File: config.mk
export PLATFORM = sky130hd
export DESIGN_NAME = byte_calc_seq
export DESIGN_NICKNAME = d
export VERILOG_FILES = /design/src/rtl/byte_calc_seq.sv
export SDC_FILE = /design/constraint.sdc
export NUM_CORES = 1
export LEC_CHECK = 0
export ABC_AREA = 0
export CELL_PAD_IN_SITES_DETAIL_PLACEMENT = 1
export CELL_PAD_IN_SITES_GLOBAL_PLACEMENT = 1
export CORE_AREA = 2 2 59 102
export CTS_BUF_LIST = sky130_fd_sc_hd__clkbuf_8
export DETAILED_ROUTE_END_ITERATION = 12
export DIE_AREA = 0 0 61 104
export GPL_ROUTABILITY_DRIVEN = 0
export PLACE_DENSITY_LB_ADDON = 0.05
export SYNTH_ARGS = -nofsm -noshare
export SYNTH_HDL_FRONTEND = slang
export SYNTH_SLANG_ARGS = --single-unit
File: constraint.sdc
create_clock -name clk -period 9.5 [get_ports clk]
set_input_delay 1.425 -clock clk [delete_from_list [all_inputs] [get_ports clk]]
set_output_delay 1.425 -clock clk [all_outputs]
set_load 0.01 [all_outputs]
File: src/rtl/byte_calc_seq.sv
module byte_calc_seq #(
  parameter int W = 8
) (
  input  logic         clk,
  input  logic         rst,
  input  logic [W-1:0] rx_data,
  input  logic         rx_valid,
  input  logic         tx_ready,
  input  logic         show_state,
  output logic [W-1:0] tx_data,
  output logic         tx_send,
  output logic [W-1:0] hex_value,
  output logic [2:0]   state_code
);

  localparam logic [2:0] S_X    = 3'd0;
  localparam logic [2:0] S_OP   = 3'd1;
  localparam logic [2:0] S_Y    = 3'd2;
  localparam logic [2:0] S_ARM  = 3'd3;
  localparam logic [2:0] S_SEND = 3'd4;
  localparam logic [2:0] S_SHOW = 3'd5;

  localparam logic [2:0] OP_ADD = 3'b001;
  localparam logic [2:0] OP_ADC = 3'b010;
  localparam logic [2:0] OP_SUB = 3'b011;
  localparam logic [2:0] OP_INC = 3'b100;
  localparam logic [2:0] OP_NOT = 3'b101;

  logic [2:0]   st;
  logic [W-1:0] x_q, y_q, disp_q, res_q;
  logic [2:0]   op_q;
  logic         carry_q;

  logic [W-1:0] a_in, b_in, sum;
  logic         c_in;
  logic [W:0]   cy;

  always_comb begin
    a_in = x_q;
    b_in = '0;
    c_in = 1'b0;
    case (op_q)
      OP_ADD: b_in = y_q;
      OP_ADC: begin b_in = y_q; c_in = carry_q; end
      OP_SUB: begin b_in = ~y_q; c_in = 1'b1; end
      OP_INC: c_in = 1'b1;
      OP_NOT: a_in = ~x_q;
      default: ;
    endcase
  end

  assign cy[0] = c_in;

  genvar i;
  generate
    for (i = 0; i < W; i++) begin : g_rip
      assign sum[i]  = a_in[i] ^ b_in[i] ^ cy[i];
      assign cy[i+1] = (a_in[i] & b_in[i]) | (cy[i] & (a_in[i] ^ b_in[i]));
    end
  endgenerate

  always_ff @(posedge clk) begin
    if (rst) begin
      st      <= S_X;
      x_q     <= '0;
      y_q     <= '0;
      op_q    <= '0;
      disp_q  <= '0;
      res_q   <= '0;
      carry_q <= 1'b0;
    end else begin
      case (st)
        S_X: if (rx_valid) begin
          x_q    <= rx_data;
          disp_q <= rx_data;
          st     <= S_OP;
        end
        S_OP: if (rx_valid) begin
          op_q   <= rx_data[2:0];
          disp_q <= rx_data;
          st     <= S_Y;
        end
        S_Y: if (rx_valid) begin
          y_q    <= rx_data;
          disp_q <= rx_data;
          st     <= S_ARM;
        end
        S_ARM: if (rx_valid) begin
          res_q   <= sum;
          carry_q <= cy[W];
          st      <= S_SEND;
        end
        S_SEND: if (tx_ready) st <= S_SHOW;
        S_SHOW: if (rx_valid) begin
          disp_q <= res_q;
          st     <= S_X;
        end
        default: st <= S_X;
      endcase
    end
  end

  assign tx_send    = (st == S_SEND);
  assign tx_data    = res_q;
  assign state_code = st;
  assign hex_value  = show_state ? W'(st) : disp_q;

endmodule

==> results.ini, run 1 <==
[logic_synthesis]
ys_types=36
synthesis.area_um2=2070
yosys_register_bits=39
synthesis.nets=238
synth_top_area_share_pct=37.7
ys_seq_area_share_pct=37.7
syn_inst=217
yosysTopAreaCell=dfxtp_1
synth_area_per_cell_um2=9.54
synthTopCellsByArea=dfxtp_1 (38%), mux2i_1 (9.7%), fa_1 (7.7%)
yosys_warnings=0

[drt]
vias=1627
drc=0
drtIter0Drc=74
dr.pass1.iters=4
wl_per_cell_um=17.4
viasPerCell=5.12
drtAntennaViolNets=0
routed_wl_mm=5.52

[finish]
area_delta_synth_final_pct=23.0
layout_commonest_cell=dfxtp_1
drive_gt1_share_pct=9.92
regArea_um2=781
fin_util_pct=46.0
fillCellCount=650
final_cell_mix=dfxtp_1 (39), clkdlybuf4s50_1 (32), nor2_1 (22), nand2_1 (20), mux2i_1 (20)
antenna_cells=0
fin_nets=262
multiInputGateArea_um2=1190

[critical_path]
cp.arrival_ns=4.91
crit_path_max_fanout=12
rrSetupSlack_ns=4.76
crit_required_ns=9.67
crit_chain=nand3b_1 -> xor2_1 -> fa_1 -> inv_1 -> fa_1 -> inv_1 -> fa_1 -> fa_1 -> fa_1 -> fa_1 -> fa_1 -> inv_1 -> fa_1 -> mux2i_1 -> nor2_1
critical_path_class=flop to flop
cp-startpoint=op_q[2]
crit_path_end_kind=flop
cp.buffers_inverters=3
cp_slowest_cell=dfxtp_1
critPathMaxStageDelay_ns=0.54
startpoint_type=flop
reg2reg_depth=15
cpMostUsedCell=fa_1
critical_path_depth=15
critPathTopFamily=adder cells
rr_startpoint=op_q[2]

[place]
io_buffers=32
hpwl_mm=4.19

[clocking]
cts_root_buf=clkbuf_8
clock_sinks=39
cts_hold_buf=0
cts_buffers=5
cts_resized=0
htreeDepth=2
path_clk_slew_ns=0.07
cts_buffer_depth=2
cts_setup_buffers=0
cts_tree=built
clock_latency_ns=0.30

[timing]
layout_min_cycle_time_ns=4.74
clock.fmax_mhz=211
setup_viol=0
max_slew_margin_pct=47.8
rsz0062_at_grt=false
skew_ns=0.0108
worst_slew_pin_slew_ns=0.782
setup_tns_ns=0
period_share_pct=49.9
finalMaxSlewViolations=0
hold_viol=0

[floorplanning]
die_height_um=104
core-area_um2=5540
initial_core_util_pct=37.4
std_cell_rows=36
die_w_um=61
die-area_um2=6340
pin_count=33

[pwr]
p_per_area_nw_per_um2=158
p_int_mw=0.304
peakVddDrop_v=0.0000760
seq_power_share_pct=45.2
comb_power_share_pct=13.4
p_leak_nw=0.879
p_sw_mw=0.0979
clkPwrFrac_pct=41.4
p_sw_share_pct=24.4

[min_path]
hold_start=x_q[7]
whs_path_depth=2
hp-class=flop to flop

[global_routing]
grt_pass1_vias=1788
antenna_found_initial=0
grt_start_max_net_pins=41
grtUsageTotal_pct=18.3
grt-ovfl-total=0
grt_first_pass_wirelength_mm=8.66

[outcome]
outcome=complete, no violations

[job]
maxCapViolations=0

## registers in the layout, indices dropped and copies added (netlist names)
signal and count:
tx_data 8, state_code 3, x_q 8, op_q 3
carry_q 1, disp_q 8, y_q 8
## stage by stage
| stage | cell area [um2] | total power, mW | std cells | worst slack (ns) | hold WS [ns] |
|---|---|---|---|---|---|
| final | 2550 | 0.401 | 318 | 4.76 | 0.476 |
| after detailed placement | 2410 | 0.240 | 310 | 4.74 | 0.462 |
| after global routing | 2550 | 0.416 | 318 | 4.49 | 0.509 |
| after global placement | 2410 | 0.236 | 310 | 4.98 | 0.460 |
| after CTS | 2550 | 0.406 | 318 | 4.73 | 0.478 |
| after floorplan | 2070 | 0.215 | 217 | 5.30 | 0.446 |
## Yosys cell counts
cell type	count
nor4bb_1	1
nor3_1	1
a21o_2	1
buf_8	1
buf_4	1
nor3b_1	1
buf_2	7
nand4b_1	1
nand3b_2	1
dfxtp_1	39
buf_6	1
a211oi_1	3
mux2i_1	20
nand3b_1	2
o22ai_1	8
nor2b_1	5
a22oi_1	8
clkbuf_2	1
inv_1	3
mux2_2	4
o311a_1	1
and4bb_1	1
nand2_1	20
or4b_1	1
nand2b_1	15
a21oi_1	13
a211oi_2	3
clkbuf_1	6
o21ai_0	2
and4b_1	1
nor2_1	22
xor2_1	8
nor4b_4	1
nor2_2	3
xnor2_1	3
fa_1	8
## layer usage
| metal | routed length [um] | share of wire (%) | global-route usage [%] | up-vias |
|---|---|---|---|---|
| li1 | - | - | - | 789 |
| met1 | 2110 | 38 | 19.8 | 806 |
| met2 | 3230 | 58 | 34.1 | 24 |
| met3 | 115 | 2.1 | 3.23 | 8 |
| met4 | 74 | 1.3 | 5.28 | 0 |
| met5 | 0 | 0 | 0 | - |
## layout make-up
type	instances	area share [%]
well taps	76	3.73
multi-input cells	158	46.6
inverters	3	0.442
flip-flops and latches	39	30.7
repair buffers	34	13.2
clock inverters	3	2.65
clock buffers	5	2.70
## tightest hold or removal path: cells and delay by family (launching register included)
family | cells | cell delay, ns
flops | 1 | 0.33
simple gates | 1 | 0.06
compound gates | 1 | 0.05
## kinds of logic after synthesis
kind of cell             synth area share, %
multiplexers                            11.8
AO/OA/AOI/OAI                           12.8
adder cells (fa/ha/maj)                 7.74
flip-flops                              37.7
buffers and inverters                   5.20
AND/OR/NAND/NOR                         20.1
XOR/XNOR                                4.66
## final timing paths
kind,end
min,x_q[7]
max,tx_data[7]
min reg2reg,x_q[7]
max reg2reg,tx_data[7]
## power groups by stage
stage	clock network, mW	logic (mW)	registers [mW]
3_5_place_dp	0	0.0543	0.185
2_1_floorplan	0	0.0350	0.180
3_3_place_gp	0	0.0516	0.184
5_1_grt	0.175	0.0587	0.183
6_report	0.166	0.0537	0.181
4_1_cts	0.170	0.0545	0.181
Power figures use the tool's default switching activity.
==> run 2: changes to the inputs <==
==> constraint.sdc (replaced) <==
create_clock -name clk -period 4.5 [get_ports clk]
set_input_delay 0.675 -clock clk [delete_from_list [all_inputs] [get_ports clk]]
set_output_delay 0.675 -clock clk [all_outputs]
set_load 0.01 [all_outputs]
==> run 2 against run 1 <==
Wire length shrank 3.4%; sequential power rose by 110%; power up 99%; clock-buffer cell count grew 1; fmax up 12%; non-clock buffer count up 3; core utilization up 0.29 points; critical path depth is the same; clock power rose by 83%; die area stayed put; setup slack worse by 4.5 ns.
==> results.ini, run 2 (synthesized netlist as in run 1, its figures left out) <==
[critical_path]
startpoint_type=flop
critPathTopFamily=adder cells
cp.buffers_inverters=3
rrSetupSlack_ns=0.28
critical_path_class=flop to flop
cpMostUsedCell=fa_1
crit_path_max_fanout=8
r2r_end=tx_data[7]
reg2reg_depth=15
crit_chain=nand3b_1 -> xor2_1 -> fa_1 -> inv_1 -> fa_1 -> inv_1 -> fa_1 -> fa_2 -> fa_1 -> fa_1 -> fa_1 -> inv_1 -> fa_1 -> mux2i_1 -> nor2_1
crit_path_end_kind=flop
rr_startpoint=op_q[1]
crit_required_ns=4.67
critPathMaxStageDelay_ns=0.43
cp.arrival_ns=4.39
cp_slowest_cell=fa_1
critical_path_depth=15

[timing]
setup_tns_ns=0
clock.fmax_mhz=237
setup_viol=0
finalWorstSetupSlack_ns=0.281
skew_ns=0.00588
rsz0062_at_grt=false
max_slew_margin_pct=45.2
worst_slew_pin_slew_ns=0.821
hold_viol=0
layout_min_cycle_time_ns=4.22
finalMaxSlewViolations=0
period_share_pct=93.8

[min_path]
whs_path_depth=2
hp-class=flop to flop
hold_start=x_q[7]
holdPathEnd=x_q[7]

[drt]
drtIter0Drc=48
drtAntennaViolNets=0
dr.pass1.iters=3
wl_per_cell_um=16.6
vias=1629
drc=0
viasPerCell=5.07
routed_wl_mm=5.34

[global_routing]
grt-ovfl-total=0
use_met1_pct=20.0
grt_first_pass_wirelength_mm=8.51
grt_pass1_vias=1693
grtUsageTotal_pct=18.1
antenna_found_initial=0
grt-busiest-layer=met2
met3_usage_pct=2.74
use_met2_pct=33.6
grt_start_max_net_pins=41

[outcome]
outcome=complete, no violations

[clocking]
clock_sinks=39
htreeDepth=2
cts_setup_buffers=0
path_clk_slew_ns=0.07
cts_buffers=5
cts_root_buf=clkbuf_8
cts_buffer_depth=2
cts_hold_buf=0
cts_tree=built
clock_latency_ns=0.30

[floorplanning]
std_cell_rows=36
die_height_um=104
die-area_um2=6340
pin_count=33
core-area_um2=5540
die_w_um=61
initial_core_util_pct=37.4

[pwr]
p_leak_nw=0.893
p_per_area_nw_per_um2=311
peakVddDrop_v=0.000157

[finish]
regArea_um2=788
final_cell_mix=dfxtp_1 (37), clkdlybuf4s50_1 (32), nor2_1 (22), mux2i_1 (20), nand2_1 (19)
layout_commonest_cell=dfxtp_1
fin_nets=265
multiInputGateArea_um2=1190
fin_area_um2=2560
antenna_cells=0
area_delta_synth_final_pct=23.8
fillCellCount=638
drive_gt1_share_pct=12.7

[place]
place_ws_ns=0.0775
placed_cell_area_um2=2430
io_buffers=32
hpwl_mm=3.95

[job]
maxCapViolations=0

[run 2: cell count changes in the layout (fill, tap and decap cells not counted), sizes merged]
cell,before,now
buf,2,5
bufinv,2,1
clkbuf,5,6
clkinv,0,1
clkinvlp,1,0
[run 2: worst reg2reg max path: stages (launching register included)]
cell and delay [ns]:
dfxtp_4 0.37, nand3b_1 0.20, xor2_1 0.18, fa_1 0.43, inv_1 0.09, fa_1 0.17, inv_1 0.06, fa_1 0.38
fa_2 0.35, fa_1 0.38, fa_1 0.38, fa_1 0.37, inv_1 0.08, fa_1 0.42, mux2i_1 0.17, nor2_1 0.06
[run 2: per-stage QoR]
step                hold slack (ns)  power, mW  std cells  util [%]
floorplan                     0.446      0.455        217         -
global placement              0.458      0.499        313      43.9
detailed placement            0.465      0.505        313      43.9
CTS                           0.479      0.808        321      46.0
global route                  0.502      0.830        321      46.3
finish                        0.476      0.798        321      46.3
[run 2: layout make-up]
cell class	count	share of cell area, %
Clock buffer	6	3.22
Inverter	3	0.439
Sequential cell	39	30.8
Tap cell	76	3.71
Multi-Input combinational cell	158	46.5
Clock inverter	2	1.37
Timing Repair Buffer	37	14.0
[run 2: power breakdown]
| group | internal (mW) | leakage, nW | switching, mW |
|---|---|---|---|
| clock network | 0.179 | 0.0612 | 0.123 |
| logic | 0.0586 | 0.512 | 0.0563 |
| registers | 0.362 | 0.320 | 0.0186 |
| total | 0.600 | 0.893 | 0.198 |
[run 2: per-layer routing]
metal / share of wire [%] / wire length [um]
met5: 0 / 0
met4: 1.3 / 70
met3: 2.2 / 118
met2: 58 / 3080
met1: 39 / 2070
[run 2: worst max path at each step]
stage / endpoint / startpoint
finish: tx_data[7] / op_q[1]
global route: tx_data[7] / op_q[0]
CTS: tx_data[7] / op_q[0]
detailed placement: tx_data[7] / op_q[0]
global placement: tx_data[7] / op_q[0]
floorplan: tx_data[7] / op_q[1]
[run 2: what timing repair did]
item                                   in CTS  in global routing
gates resized for setup                     0                  6
endpoints found under the hold margin       0                  0
setup endpoints to repair                   0                  1
